--- config.mk ---
export PLATFORM = sky130hd
export DESIGN_NAME = frac_out_divider
export DESIGN_NICKNAME = d
export VERILOG_FILES = /design/src/rtl/frac_div_pkg.sv /design/src/rtl/fdiv_spread.sv /design/src/rtl/fdiv_ratio.sv /design/src/rtl/fdiv_fsm.sv /design/src/rtl/frac_out_divider.sv
export SDC_FILE = /design/constraint.sdc
export NUM_CORES = 1
export LEC_CHECK = 0
export BUFFER_PORTS_ARGS = -buffer_cell sky130_fd_sc_hd__buf_2
export CORE_MARGIN = 3
export CORE_UTILIZATION = 66
export CTS_BUF_LIST = sky130_fd_sc_hd__clkbuf_8 sky130_fd_sc_hd__clkbuf_16
export DETAILED_ROUTE_END_ITERATION = 7
export GPL_TIMING_DRIVEN = 0
export PLACE_DENSITY = 0.88
export REMOVE_ABC_BUFFERS = 1
export SYNTH_ARGS = -nofsm -noshare
export SYNTH_HDL_FRONTEND = slang
export SYNTH_SLANG_ARGS = --single-unit
--- constraint.sdc ---
create_clock -name clk -period 15.95 [get_ports clk]
set_clock_uncertainty 0.05 [all_clocks]
set_input_delay 4.785 -clock clk [delete_from_list [all_inputs] [get_ports clk]]
set_output_delay 4.785 -clock clk [all_outputs]
set_load 0.005 [all_outputs]
--- src/rtl/frac_div_pkg.sv ---
package frac_div_pkg;
    localparam int DEF_INT_W  = 12;
    localparam int DEF_FRAC_W = 24;
    localparam int DEF_STEP_W = 16;

    typedef enum logic {ST_OFF = 1'b0, ST_RUN = 1'b1} div_state_e;
    typedef enum logic {TRI_UP = 1'b0, TRI_DOWN = 1'b1} tri_dir_e;
endpackage

--- src/rtl/fdiv_spread.sv ---
module fdiv_spread
    import frac_div_pkg::*;
#(
    parameter int FRAC_W = DEF_FRAC_W,
    parameter int STEP_W = DEF_STEP_W
) (
    input  logic              clk,
    input  logic              rst_n,
    input  logic              ssc_en,
    input  logic [STEP_W-1:0] step_len,
    input  logic [FRAC_W-1:0] peak,
    input  logic [FRAC_W-1:0] incr,
    output logic [FRAC_W-1:0] offset
);
    tri_dir_e          dir_q, dir_d;
    logic [FRAC_W-1:0] off_q, off_d;
    logic [STEP_W-1:0] timer_q, step_eff;
    logic [FRAC_W:0]   rise;
    logic              tick;

    always_comb begin
        step_eff = (step_len == '0) ? STEP_W'(1) : step_len;
        tick     = ssc_en && (timer_q >= step_eff - STEP_W'(1));
        rise     = {1'b0, off_q} + {1'b0, incr};
    end

    always_comb begin
        dir_d = dir_q;
        off_d = off_q;
        if (!ssc_en) begin
            dir_d = TRI_UP;
            off_d = '0;
        end else if (tick) begin
            unique case (dir_q)
                TRI_UP: begin
                    if (rise >= {1'b0, peak}) begin
                        off_d = peak;
                        dir_d = TRI_DOWN;
                    end else begin
                        off_d = rise[FRAC_W-1:0];
                    end
                end
                TRI_DOWN: begin
                    if (off_q <= incr) begin
                        off_d = '0;
                        dir_d = TRI_UP;
                    end else begin
                        off_d = off_q - incr;
                    end
                end
                default: dir_d = TRI_UP;
            endcase
        end
    end

    always_ff @(posedge clk or negedge rst_n) begin
        if (!rst_n) begin
            dir_q   <= TRI_UP;
            off_q   <= '0;
            timer_q <= '0;
        end else begin
            dir_q   <= dir_d;
            off_q   <= off_d;
            timer_q <= (!ssc_en || tick) ? '0 : timer_q + STEP_W'(1);
        end
    end

    assign offset = off_q;

    assert_rise_monotone_R8: assert property (@(posedge clk) disable iff (!rst_n)
        ($past(dir_q) == TRI_UP && dir_q == TRI_UP && $past(ssc_en) && ssc_en)
        |-> off_q >= $past(off_q));

    assert_fall_monotone_R8: assert property (@(posedge clk) disable iff (!rst_n)
        ($past(dir_q) == TRI_DOWN && dir_q == TRI_DOWN && $past(ssc_en))
        |-> off_q <= $past(off_q));

    assert_off_clears_R9: assert property (@(posedge clk) disable iff (!rst_n)
        !ssc_en |=> (offset == '0 && dir_q == TRI_UP));
endmodule

--- src/rtl/fdiv_ratio.sv ---
module fdiv_ratio
    import frac_div_pkg::*;
#(
    parameter int INT_W  = DEF_INT_W,
    parameter int FRAC_W = DEF_FRAC_W,
    parameter int CNT_W  = DEF_INT_W + 2
) (
    input  logic              clk,
    input  logic              rst_n,
    input  logic              restart,
    input  logic              advance,
    input  logic [INT_W-1:0]  int_div,
    input  logic [FRAC_W-1:0] frac_div,
    input  logic              int_only,
    input  logic [FRAC_W-1:0] offset,
    output logic [CNT_W-1:0]  period
);
    logic [FRAC_W-1:0] acc_q, acc_base;
    logic [FRAC_W:0]   frac_sum, acc_sum;
    logic [INT_W-1:0]  int_eff;

    always_comb begin
        int_eff  = (int_div < INT_W'(2)) ? INT_W'(2) : int_div;
        frac_sum = int_only ? '0 : ({1'b0, frac_div} + {1'b0, offset});
        acc_base = restart ? '0 : acc_q;
        acc_sum  = {1'b0, acc_base} + {1'b0, frac_sum[FRAC_W-1:0]};
        period   = CNT_W'(int_eff) + CNT_W'(frac_sum[FRAC_W]) + CNT_W'(acc_sum[FRAC_W]);
    end

    always_ff @(posedge clk or negedge rst_n) begin
        if (!rst_n)       acc_q <= '0;
        else if (advance) acc_q <= acc_sum[FRAC_W-1:0];
        else if (restart) acc_q <= '0;
    end

    assert_int_only_freezes_acc_R2: assert property (@(posedge clk) disable iff (!rst_n)
        (advance && int_only && !restart) |=> acc_q == $past(acc_q));
endmodule

--- src/rtl/fdiv_fsm.sv ---
module fdiv_fsm
    import frac_div_pkg::*;
#(
    parameter int CNT_W = DEF_INT_W + 2
) (
    input  logic             clk,
    input  logic             rst_n,
    input  logic             out_en,
    input  logic             comp_invert,
    input  logic [CNT_W-1:0] period,
    output logic             load,
    output logic             restart,
    output logic             clk_out,
    output logic             clk_out_n
);
    div_state_e       state_q, state_d;
    logic [CNT_W-1:0] cnt_q;
    logic             tgl_q;

    always_comb begin
        state_d = state_q;
        load    = 1'b0;
        unique case (state_q)
            ST_OFF: if (out_en) begin
                state_d = ST_RUN;
                load    = 1'b1;
            end
            ST_RUN: begin
                if (!out_en)                     state_d = ST_OFF;
                else if (cnt_q == CNT_W'(1))     load    = 1'b1;
            end
            default: state_d = ST_OFF;
        endcase
    end

    always_ff @(posedge clk or negedge rst_n) begin
        if (!rst_n) state_q <= ST_OFF;
        else        state_q <= state_d;
    end

    always_ff @(posedge clk or negedge rst_n) begin
        if (!rst_n) begin
            cnt_q <= '0;
            tgl_q <= 1'b0;
        end else if (state_d == ST_OFF) begin
            cnt_q <= '0;
            tgl_q <= 1'b0;
        end else if (load) begin
            cnt_q <= period;
            if (state_q == ST_RUN) tgl_q <= ~tgl_q;
        end else begin
            cnt_q <= cnt_q - CNT_W'(1);
        end
    end

    always_comb begin
        restart   = (state_q == ST_OFF);
        clk_out   = tgl_q;
        clk_out_n = (state_q == ST_RUN) ? (tgl_q ^ comp_invert) : 1'b0;
    end

    assert_run_cnt_nonzero_R4: assert property (@(posedge clk) disable iff (!rst_n)
        state_q == ST_RUN |-> cnt_q != '0);

    assert_toggle_on_boundary_R5: assert property (@(posedge clk) disable iff (!rst_n)
        ($past(state_q) == ST_RUN && state_q == ST_RUN && tgl_q != $past(tgl_q))
        |-> $past(cnt_q) == CNT_W'(1));

    assert_loaded_floor_R3: assert property (@(posedge clk) disable iff (!rst_n)
        ($past(load) && state_q == ST_RUN) |-> cnt_q >= CNT_W'(2));

    assert_off_outputs_low_R6: assert property (@(posedge clk) disable iff (!rst_n)
        state_q == ST_OFF |-> (!clk_out && !clk_out_n));
endmodule

--- src/rtl/frac_out_divider.sv ---
module frac_out_divider
    import frac_div_pkg::*;
#(
    parameter int INT_W  = DEF_INT_W,
    parameter int FRAC_W = DEF_FRAC_W,
    parameter int STEP_W = DEF_STEP_W
) (
    input  logic              clk,
    input  logic              rst_n,
    input  logic              out_en,
    input  logic              int_only,
    input  logic [INT_W-1:0]  int_div,
    input  logic [FRAC_W-1:0] frac_div,
    input  logic              ssc_en,
    input  logic [STEP_W-1:0] ssc_step_len,
    input  logic [FRAC_W-1:0] ssc_peak,
    input  logic [FRAC_W-1:0] ssc_incr,
    input  logic              comp_invert,
    output logic              clk_out,
    output logic              clk_out_n
);
    localparam int CNT_W = INT_W + 2;

    logic [FRAC_W-1:0] offset;
    logic [CNT_W-1:0]  period;
    logic              load, restart;

    fdiv_spread #(.FRAC_W(FRAC_W), .STEP_W(STEP_W)) spread_i (
        .clk(clk), .rst_n(rst_n), .ssc_en(ssc_en), .step_len(ssc_step_len),
        .peak(ssc_peak), .incr(ssc_incr), .offset(offset)
    );

    fdiv_ratio #(.INT_W(INT_W), .FRAC_W(FRAC_W), .CNT_W(CNT_W)) ratio_i (
        .clk(clk), .rst_n(rst_n), .restart(restart), .advance(load),
        .int_div(int_div), .frac_div(frac_div), .int_only(int_only),
        .offset(offset), .period(period)
    );

    fdiv_fsm #(.CNT_W(CNT_W)) fsm_i (
        .clk(clk), .rst_n(rst_n), .out_en(out_en), .comp_invert(comp_invert),
        .period(period), .load(load), .restart(restart),
        .clk_out(clk_out), .clk_out_n(clk_out_n)
    );
endmodule

==> results of run 1 <==
==> cell usage in the layout, fill, tap and decap left out, types with 11 or more instances in the layout <==
master,n
sky130_fd_sc_hd__dfrtp_1,81
sky130_fd_sc_hd__nor2_1,123
sky130_fd_sc_hd__o31ai_1,14
sky130_fd_sc_hd__a21o_1,32
sky130_fd_sc_hd__ha_1,145
sky130_fd_sc_hd__nand3_1,49
sky130_fd_sc_hd__nand2_1,116
sky130_fd_sc_hd__nor2b_1,14
sky130_fd_sc_hd__xnor2_1,68
sky130_fd_sc_hd__a31oi_1,14
sky130_fd_sc_hd__o21ai_0,78
sky130_fd_sc_hd__and3_1,18
sky130_fd_sc_hd__nand2b_1,30
sky130_fd_sc_hd__nor4_1,12
sky130_fd_sc_hd__a211oi_1,17
sky130_fd_sc_hd__inv_1,85
sky130_fd_sc_hd__buf_2,106
sky130_fd_sc_hd__xor2_1,54
sky130_fd_sc_hd__o21a_1,15
sky130_fd_sc_hd__and2_1,35
sky130_fd_sc_hd__nor3_1,36
sky130_fd_sc_hd__nand4_1,11
sky130_fd_sc_hd__a21oi_1,90
==> power groups by stage <==
stage | combinational [mW] | clock (mW) | sequential [mW]
after floorplan | 0.974 | 0 | 0.303
after global placement | 1.21 | 0 | 0.323
after detailed placement | 1.25 | 0 | 0.329
after CTS | 1.27 | 0.234 | 0.326
after global routing | 1.43 | 0.243 | 0.335
final | 1.30 | 0.234 | 0.329
==> worst max-delay path, cell delays in order <==
cell	delay, ns
sky130_fd_sc_hd__buf_2	0.13
sky130_fd_sc_hd__or4_4	0.56
sky130_fd_sc_hd__nor4_2	0.23
sky130_fd_sc_hd__nand2b_1	0.12
sky130_fd_sc_hd__or4_4	0.51
sky130_fd_sc_hd__nor2_2	0.14
sky130_fd_sc_hd__nor2_1	0.09
sky130_fd_sc_hd__ha_1	0.23
sky130_fd_sc_hd__nand3b_1	0.23
sky130_fd_sc_hd__nor2_1	0.09
sky130_fd_sc_hd__xnor2_1	0.13
sky130_fd_sc_hd__ha_1	0.30
sky130_fd_sc_hd__and3_1	0.18
sky130_fd_sc_hd__nand4_1	0.13
sky130_fd_sc_hd__a221o_1	0.33
sky130_fd_sc_hd__a22o_1	0.59
sky130_fd_sc_hd__nor2_1	1.22
sky130_fd_sc_hd__o21ai_0	0.44
sky130_fd_sc_hd__o21ai_0	0.34
==> metrics by stage <==
stage / util (%) / area, µm²
4_1_cts: 74.6 / 11500
5_1_grt: 74.6 / 11500
3_3_place_gp: 72.1 / 11100
3_5_place_dp: 72.4 / 11200
2_1_floorplan: - / 10300
6_report: 74.6 / 11500
==> sequential cells by signal, indices dropped and copies added, names as in the netlist <==
signal	cells
fsm_i.cnt_q	14
fsm_i.state_q	1
spread_i.offset	24
spread_i.dir_q	1
spread_i.timer_q	16
fsm_i.clk_out	1
ratio_i.acc_q	24
==> worst min path at each step <==
stage	from	endpoint
finish	spread_i.timer_q[0]$_DFF_PN0_	spread_i.timer_q[0]$_DFF_PN0_
global route	spread_i.timer_q[0]$_DFF_PN0_	spread_i.timer_q[0]$_DFF_PN0_
CTS	spread_i.timer_q[0]$_DFF_PN0_	spread_i.timer_q[0]$_DFF_PN0_
detailed placement	spread_i.timer_q[0]$_DFF_PN0_	spread_i.timer_q[0]$_DFF_PN0_
global placement	spread_i.timer_q[0]$_DFF_PN0_	spread_i.timer_q[0]$_DFF_PN0_
floorplan	spread_i.timer_q[0]$_DFF_PN0_	spread_i.timer_q[0]$_DFF_PN0_
==> routing by layer <==
layer / vias up / track usage [%]
met4: 0 / 11.7
li1: 5006 / -
met1: 4802 / 41.9
met5: - / 0
met2: 363 / 51.8
met3: 76 / 5.25
==> final cells by class <==
class | count | area share (%)
clock buffers | 11 | 2.20
clock inverters | 5 | 0.674
well taps | 211 | 2.29
inverters | 86 | 2.81
multi-input cells | 1136 | 69.3
flip-flops and latches | 81 | 17.6
repair buffers | 109 | 5.05
diodes | 1 | 0.0217
==> cells by family after synthesis <==
family,count (synthesis)
DFF,81
xor gates and xnor gates,122
muxes,8
AOI/OAI and AO/OA,368
buffers and inverters,136
and+or+nand+nor,489
adders and majority gates,149
==> results.txt, run 1 <==
The number of setup buffers added after CTS is 0. Based on the critical path, the design can be clocked at up to 94.5 MHz. The worst path required time came out at 16.14 ns.

Gates resized during post-CTS repair numbered 0. The average vias per placed instance came out at 6.25. At the later pin of the worst-skew pair, clock insertion delay measures 0.35 ns.

The worst path needs 10.58 ns of the cycle, external delays included. The post-route clock period utilization is 66.4%. The power density of the placed cells came out at 162 mW/mm². Setup violations remaining at the end of the flow were counted as 0. The largest total area in the synthesized netlist belongs to sky130_fd_sc_hd__dfrtp_1. The number of nets with antenna violations after routing is 0.

The ratio of cells with drive above 1 in the final layout is 11.1%. The most common cell in the synthesized netlist is sky130_fd_sc_hd__ha_1. The timing startpoint of the critical path is ssc_step_len[7]. The synthesized area divided by synthesized cell count came out at 7.80 µm². The final-report max-slew violation count is 0. The path depth of the worst reg2reg path is 20. The share of synthesized area spent on multiplexers is 0.783%.

The clock network accounts for 12.6% of the total power. The buffer type at the clock tree root is sky130_fd_sc_hd__clkbuf_16. In the final routing, the length of wire on met1 measures 12.4 mm.

For this run, the total global-route usage over all layers was measured as 31.5%. The number of synthesized flops with an enable pin is 0. The distinct cell type count after synthesis is 86. Global routing finished with a remaining overflow of 0.

Following the worst setup path forward leads to its endpoint at spread_i.offset[10]$_DFFE_PN0N_. The worst relative slew slack came out at 6.95%. By area the synthesized netlist is led by sky130_fd_sc_hd__dfrtp_1 (19%), sky130_fd_sc_hd__ha_1 (17%), sky130_fd_sc_hd__xnor2_1 (5.6%). Synthesis inferred 81 register bits.

TritonCTS built the clock tree. The post-placement cell count is 1,623. The row count is 45. The slack of the critical path came out at 5.37 ns. The startpoint of the most critical register-to-register path is spread_i.offset[0]$_DFFE_PN0N_. The core footprint came out at 0.0154 mm². The sequential group share of total power came out at 17.7%.

The critical path is of the in -> reg type. The final hold violation count came out at 0. Buffers inserted to repair hold after CTS numbered 0.

Setup repair after global routing left no endpoint under its margin. The final-layout fill cell count is 1,262. At the pin with the least slew margin, the transition time is 1.39 ns.

The number of clock buffers inserted by TritonCTS is 9. The worst endpoint data arrival time came out at 10.77 ns. The H-tree was split into 3 levels. STA classifies the critical path endpoint as a flip-flop. The number of stages on the worst hold path came out at 1. The routed design uses 1.94 mm of met3 wire.

The total half-perimeter wirelength after legalization and detailed placement is 22.1 mm. The wire length per cell after detailed routing is 17.3 µm. The die covers 0.0175 mm². The smallest hold slack came out at 0.483 ns. The highest layer touched by signal routing is met4. Of all nets on the critical path, the largest fanout is 24. The most used flip-flop cell after synthesis is sky130_fd_sc_hd__dfrtp_1. The compound-gate portion of the synthesized area is 23.8%. The area growth from synthesis to final layout is 9.06%.

No sink is reached through more buffers than the 2 on the longest clock path. The starting utilization of the core area is 68.4%. The length of the first detailed-routing pass in iterations is 5.

The wire length on met2 came out at 13.1 mm. The static leakage came out at 5.69 nW. The global-route wire length before repair is 46.0 mm. The congestion estimate from routability-driven global placement came to 0.940. The number of warnings issued by yosys is 0.

After synthesis, the most frequently instantiated cells are sky130_fd_sc_hd__ha_1 (145), sky130_fd_sc_hd__nor2_1 (123), sky130_fd_sc_hd__nand2_1 (117). The net load switching power is 0.931 mW. The max-cap violation count is 0.

The total vias in the final route is 10,200. The area share of the largest cell type after synthesis came out at 19.2%. The area of the mapped netlist is 0.0106 mm².

The synthesized netlist devotes 10.1% of its cell area to XOR and XNOR gates. The die height came out at 132 µm. The peak supply drop is 0.000162 V. The count of routing violations after the opening detailed-route iteration came out at 993. The sum of routed wire length over all layers came out at 28.3 mm. The final routed DRC violation total is 0. The synthesized netlist devotes 18.0% of its cell area to adder and majority cells. At the end of the flow, the number of nets in the layout was 1,678. The initial antenna violation count is 1. The reg-to-reg endpoint is spread_i.offset[10]$_DFFE_PN0N_. The instance count of the mapped netlist came out at 1,353.

At the placement stage, the worst setup path has a slack of 5.23 ns. After clock tree synthesis, the clock-pin slew on the worst setup and hold paths is 0.06 ns. The async set-or-reset flop fraction in the synthesized netlist is 100%. The overall power consumption is 1.86 mW. The synthesized netlist devotes 22.9% of its cell area to simple gates. The area taken by multi-input logic gates came out at 0.00798 mm². The quantity of I/O buffers inserted on ports is 107. The final instance count without filler cells is 1,640. The die is 132 µm wide.

The startpoint type of the worst setup path is a primary input. For this design the top-level I/O count stands at 108. The internal power is 0.928 mW. The number of global-route vias before repair is 9,600. The proportion of power drawn by combinational gates came out at 69.7%. The share of total power consumed by net switching came out at 50.1%. The sum of negative setup slack came out at 0 ns. After synthesis, the largest family of logic cells by area is compound AO/OA/AOI/OAI gates. For this design, the sink count on the clock tree is 81.

The sequential-to-total area share from yosys stat came out at 19.2%. The run finished with clean final reports. Registers take 0.00203 mm². Across all register-to-register paths, the minimum setup slack is 9.74 ns. The path type of the worst min-delay path is reg -> reg.

The largest net degree at the start of global routing is 49.
No activity file was read; power rests on OpenSTA's default activity.
==> inputs of run 2 (changes only) <==
--- a/config.mk
+++ b/config.mk
@@ -7,11 +7,11 @@
 export LEC_CHECK = 0
 export BUFFER_PORTS_ARGS = -buffer_cell sky130_fd_sc_hd__buf_2
 export CORE_MARGIN = 3
-export CORE_UTILIZATION = 66
+export CORE_UTILIZATION = 56
 export CTS_BUF_LIST = sky130_fd_sc_hd__clkbuf_8 sky130_fd_sc_hd__clkbuf_16
 export DETAILED_ROUTE_END_ITERATION = 7
 export GPL_TIMING_DRIVEN = 0
-export PLACE_DENSITY = 0.88
+export PLACE_DENSITY = 0.79
 export REMOVE_ABC_BUFFERS = 1
 export SYNTH_ARGS = -nofsm -noshare
 export SYNTH_HDL_FRONTEND = slang
==> constraint.sdc (replaced) <==
create_clock -name clk -period 8.8 [get_ports clk]
set_clock_uncertainty 0.05 [all_clocks]
set_input_delay 2.64 -clock clk [delete_from_list [all_inputs] [get_ports clk]]
set_output_delay 2.64 -clock clk [all_outputs]
set_load 0.005 [all_outputs]
==> run 2 against run 1 <==
Global-route usage down 5.1 points. First-iteration DRC count down 31%. Sequential power rose by 79%. Final cell count grew 1.2%. Sequential share of layout area is essentially flat. Die area grew 17%. Non-clock buffer count unchanged. Highest routed layer unchanged.
==> results.txt, run 2 (synthesized netlist as in run 1, its figures left out) <==
The flow ran to the end, and the final reports show no timing, DRC or antenna violations. The die height came out at 143 µm. The most common library cell in the layout ignoring fill and taps is sky130_fd_sc_hd__ha_1.

In this run the tightest slew margin relative to its limit is 2.03%. In this run the worst hold path is classified as reg -> reg. The startpoint type of the worst setup path is a primary input. The clock latency reported for the late side of the worst-skew pair came out at 0.35 ns. The number of global-route vias before repair is 9,334.

The global placement routability congestion came out at 0.959. The clock-pin slew of the registers on the worst-case setup and hold paths is 0.07 ns. The kind of end point of the critical path is a flip-flop. The wire length per cell after detailed routing is 16.3 µm. For this configuration, the core starts out at a cell density of 57.9%. The number of H-tree branching levels came out at 3. The register-to-register setup slack is 2.66 ns.

The max-cap violation count came out at 0. The total of cells resized after clock tree synthesis came out at 0. The row count is 49. The worst-margin pin slew came out at 1.46 ns. The core footprint came out at 0.0182 mm². The top cell types in the final layout, fill and taps aside, are sky130_fd_sc_hd__ha_1 (145), sky130_fd_sc_hd__nor2_1 (123), sky130_fd_sc_hd__nand2_1 (116). The placed standard-cell area came out at 0.0112 mm². The worst endpoint data arrival time is 8.63 ns. The initial antenna violation count is 2. The average vias per placed instance is 5.96. Setup repair after global routing left no endpoint under its margin.

For this design the ratio of total power to cell area is 285 mW/mm². The width of the die is 143 µm. The final routed DRC violation total came out at 0.

Wires add up to 27.0 mm. TritonCTS built the clock tree. Summed over all failing endpoints, the final setup total negative slack is 0 ns. The worst path meets setup with 0.371 ns of slack. In this run the static leakage power is 5.66 nW. Across the VDD grid, the largest voltage drop is 0.000225 V.

The worst path required time is 9.00 ns. Global routing finished with a remaining overflow of 0. The tree is rooted in a sky130_fd_sc_hd__clkbuf_16. The global routing usage summed across all routing layers is 26.4%. The final-layout fill cell count is 1,603. The setup slack at placement is 0.260 ns. The area enclosed by the die boundary is 0.0205 mm². The total vias in the final route came out at 9,886.

The final hold violation count came out at 0. The final-report max-slew violation count is 0. The post-route clock period utilization came out at 95.8%.

The area growth from synthesis to final layout came out at 8.85%. Setup violations remaining at the end of the flow were counted as 0. The clock sink count is 81.

The largest net degree at the start of global routing is 49. The final design instance area without fill is 0.0115 mm². The first detailed-routing pass ran for 5 iterations. The peak clock frequency supported by timing came out at 119 MHz. The overall power consumption came out at 3.27 mW. The classification of the worst setup path is in -> reg. The number of clock buffers inserted by TritonCTS came out at 9.

Buffers inserted to repair hold after CTS numbered 0. The count of routing violations after the opening detailed-route iteration came out at 683. No sink is reached through more buffers than the 2 on the longest clock path. The number of setup buffers added after CTS is 0. Detailed placement finished with a half-perimeter wire length of 21.2 mm. The detail route stage leaves a number of antenna-violating nets equal to 0. The net total in the final layout is 1,678.

The first global-routing pass estimated 44.3 mm of wire. 108 I/O pins were placed. In this run the worst path has a maximum fanout of 24.

The minimum clock period after layout came out at 8.43 ns. In the final layout, the share of cells above drive strength 1 is 11.1%. Buffers placed on the I/O ports in this run total 107.
run 2: area by class of cell:
cell class                 instances  area [µm²]  area share [%]
tap                              229         287            2.49
clock buffer                      10         239            2.08
antenna                            2        5.00          0.0436
timing repair buffer             109         581            5.06
inverter                          86         323            2.81
sequential                        81        2030            17.6
clock inverter                     6        43.8           0.381
multi-input combinational       1136        7980            69.5
run 2: through the flow:
step,std cells,utilization [%],hold slack [ns]
5_1_grt,1659,63.1,0.516
2_1_floorplan,1303,-,0.424
6_report,1659,63.1,0.471
3_3_place_gp,1639,61.2,0.458
4_1_cts,1657,63.0,0.478
3_5_place_dp,1641,61.5,0.469
run 2: path summary, 6_finish.rpt:
kind                                                start                              end  cells after the start
setup / recovery                          ssc_step_len[7]  spread_i.offset[20]$_DFFE_PN0N_                     19
hold / removal              spread_i.timer_q[0]$_DFF_PN0_    spread_i.timer_q[0]$_DFF_PN0_                      1
setup reg to reg           spread_i.offset[3]$_DFFE_PN0N_         fsm_i.cnt_q[8]$_DFF_PN0_                     28
hold reg to reg             spread_i.timer_q[0]$_DFF_PN0_    spread_i.timer_q[0]$_DFF_PN0_                      1
max in group asynchronous                           rst_n   spread_i.offset[9]$_DFFE_PN0N_                      2
min in group asynchronous                           rst_n       ratio_i.acc_q[5]$_DFF_PN0_                      1
run 2: per-layer routing:
metal  part of all wire (%)  track usage, %  vias to the layer above
met5                      0               0                        -
met4                    2.4            8.33                        0
met3                    5.4            3.28                       44
met2                     46            43.3                      283
met1                     46            36.5                     4574
li1                       -               -                     4985
run 2: worst max-delay path, cell delays in order:
cell and delay (ns):
sky130_fd_sc_hd__buf_2 0.13, sky130_fd_sc_hd__or4_4 0.56, sky130_fd_sc_hd__nor4_2 0.23, sky130_fd_sc_hd__nand2b_1 0.12
sky130_fd_sc_hd__or4_4 0.51, sky130_fd_sc_hd__nor2_2 0.14, sky130_fd_sc_hd__nor2_1 0.09, sky130_fd_sc_hd__ha_1 0.23
sky130_fd_sc_hd__nand3b_1 0.22, sky130_fd_sc_hd__nor2_1 0.08, sky130_fd_sc_hd__xnor2_1 0.13, sky130_fd_sc_hd__ha_1 0.29
sky130_fd_sc_hd__and3_1 0.19, sky130_fd_sc_hd__nand4_1 0.12, sky130_fd_sc_hd__a221o_1 0.31, sky130_fd_sc_hd__a22o_1 0.57
sky130_fd_sc_hd__nor2_1 1.27, sky130_fd_sc_hd__o221ai_1 0.45, sky130_fd_sc_hd__o21ai_0 0.33
run 2: power breakdown:
part / internal, mW / total [mW] / switching, mW
clock: 0.200 / 0.368 / 0.168
sequential: 0.468 / 0.590 / 0.122
combinational: 0.948 / 2.31 / 1.37
total: 1.62 / 3.27 / 1.66
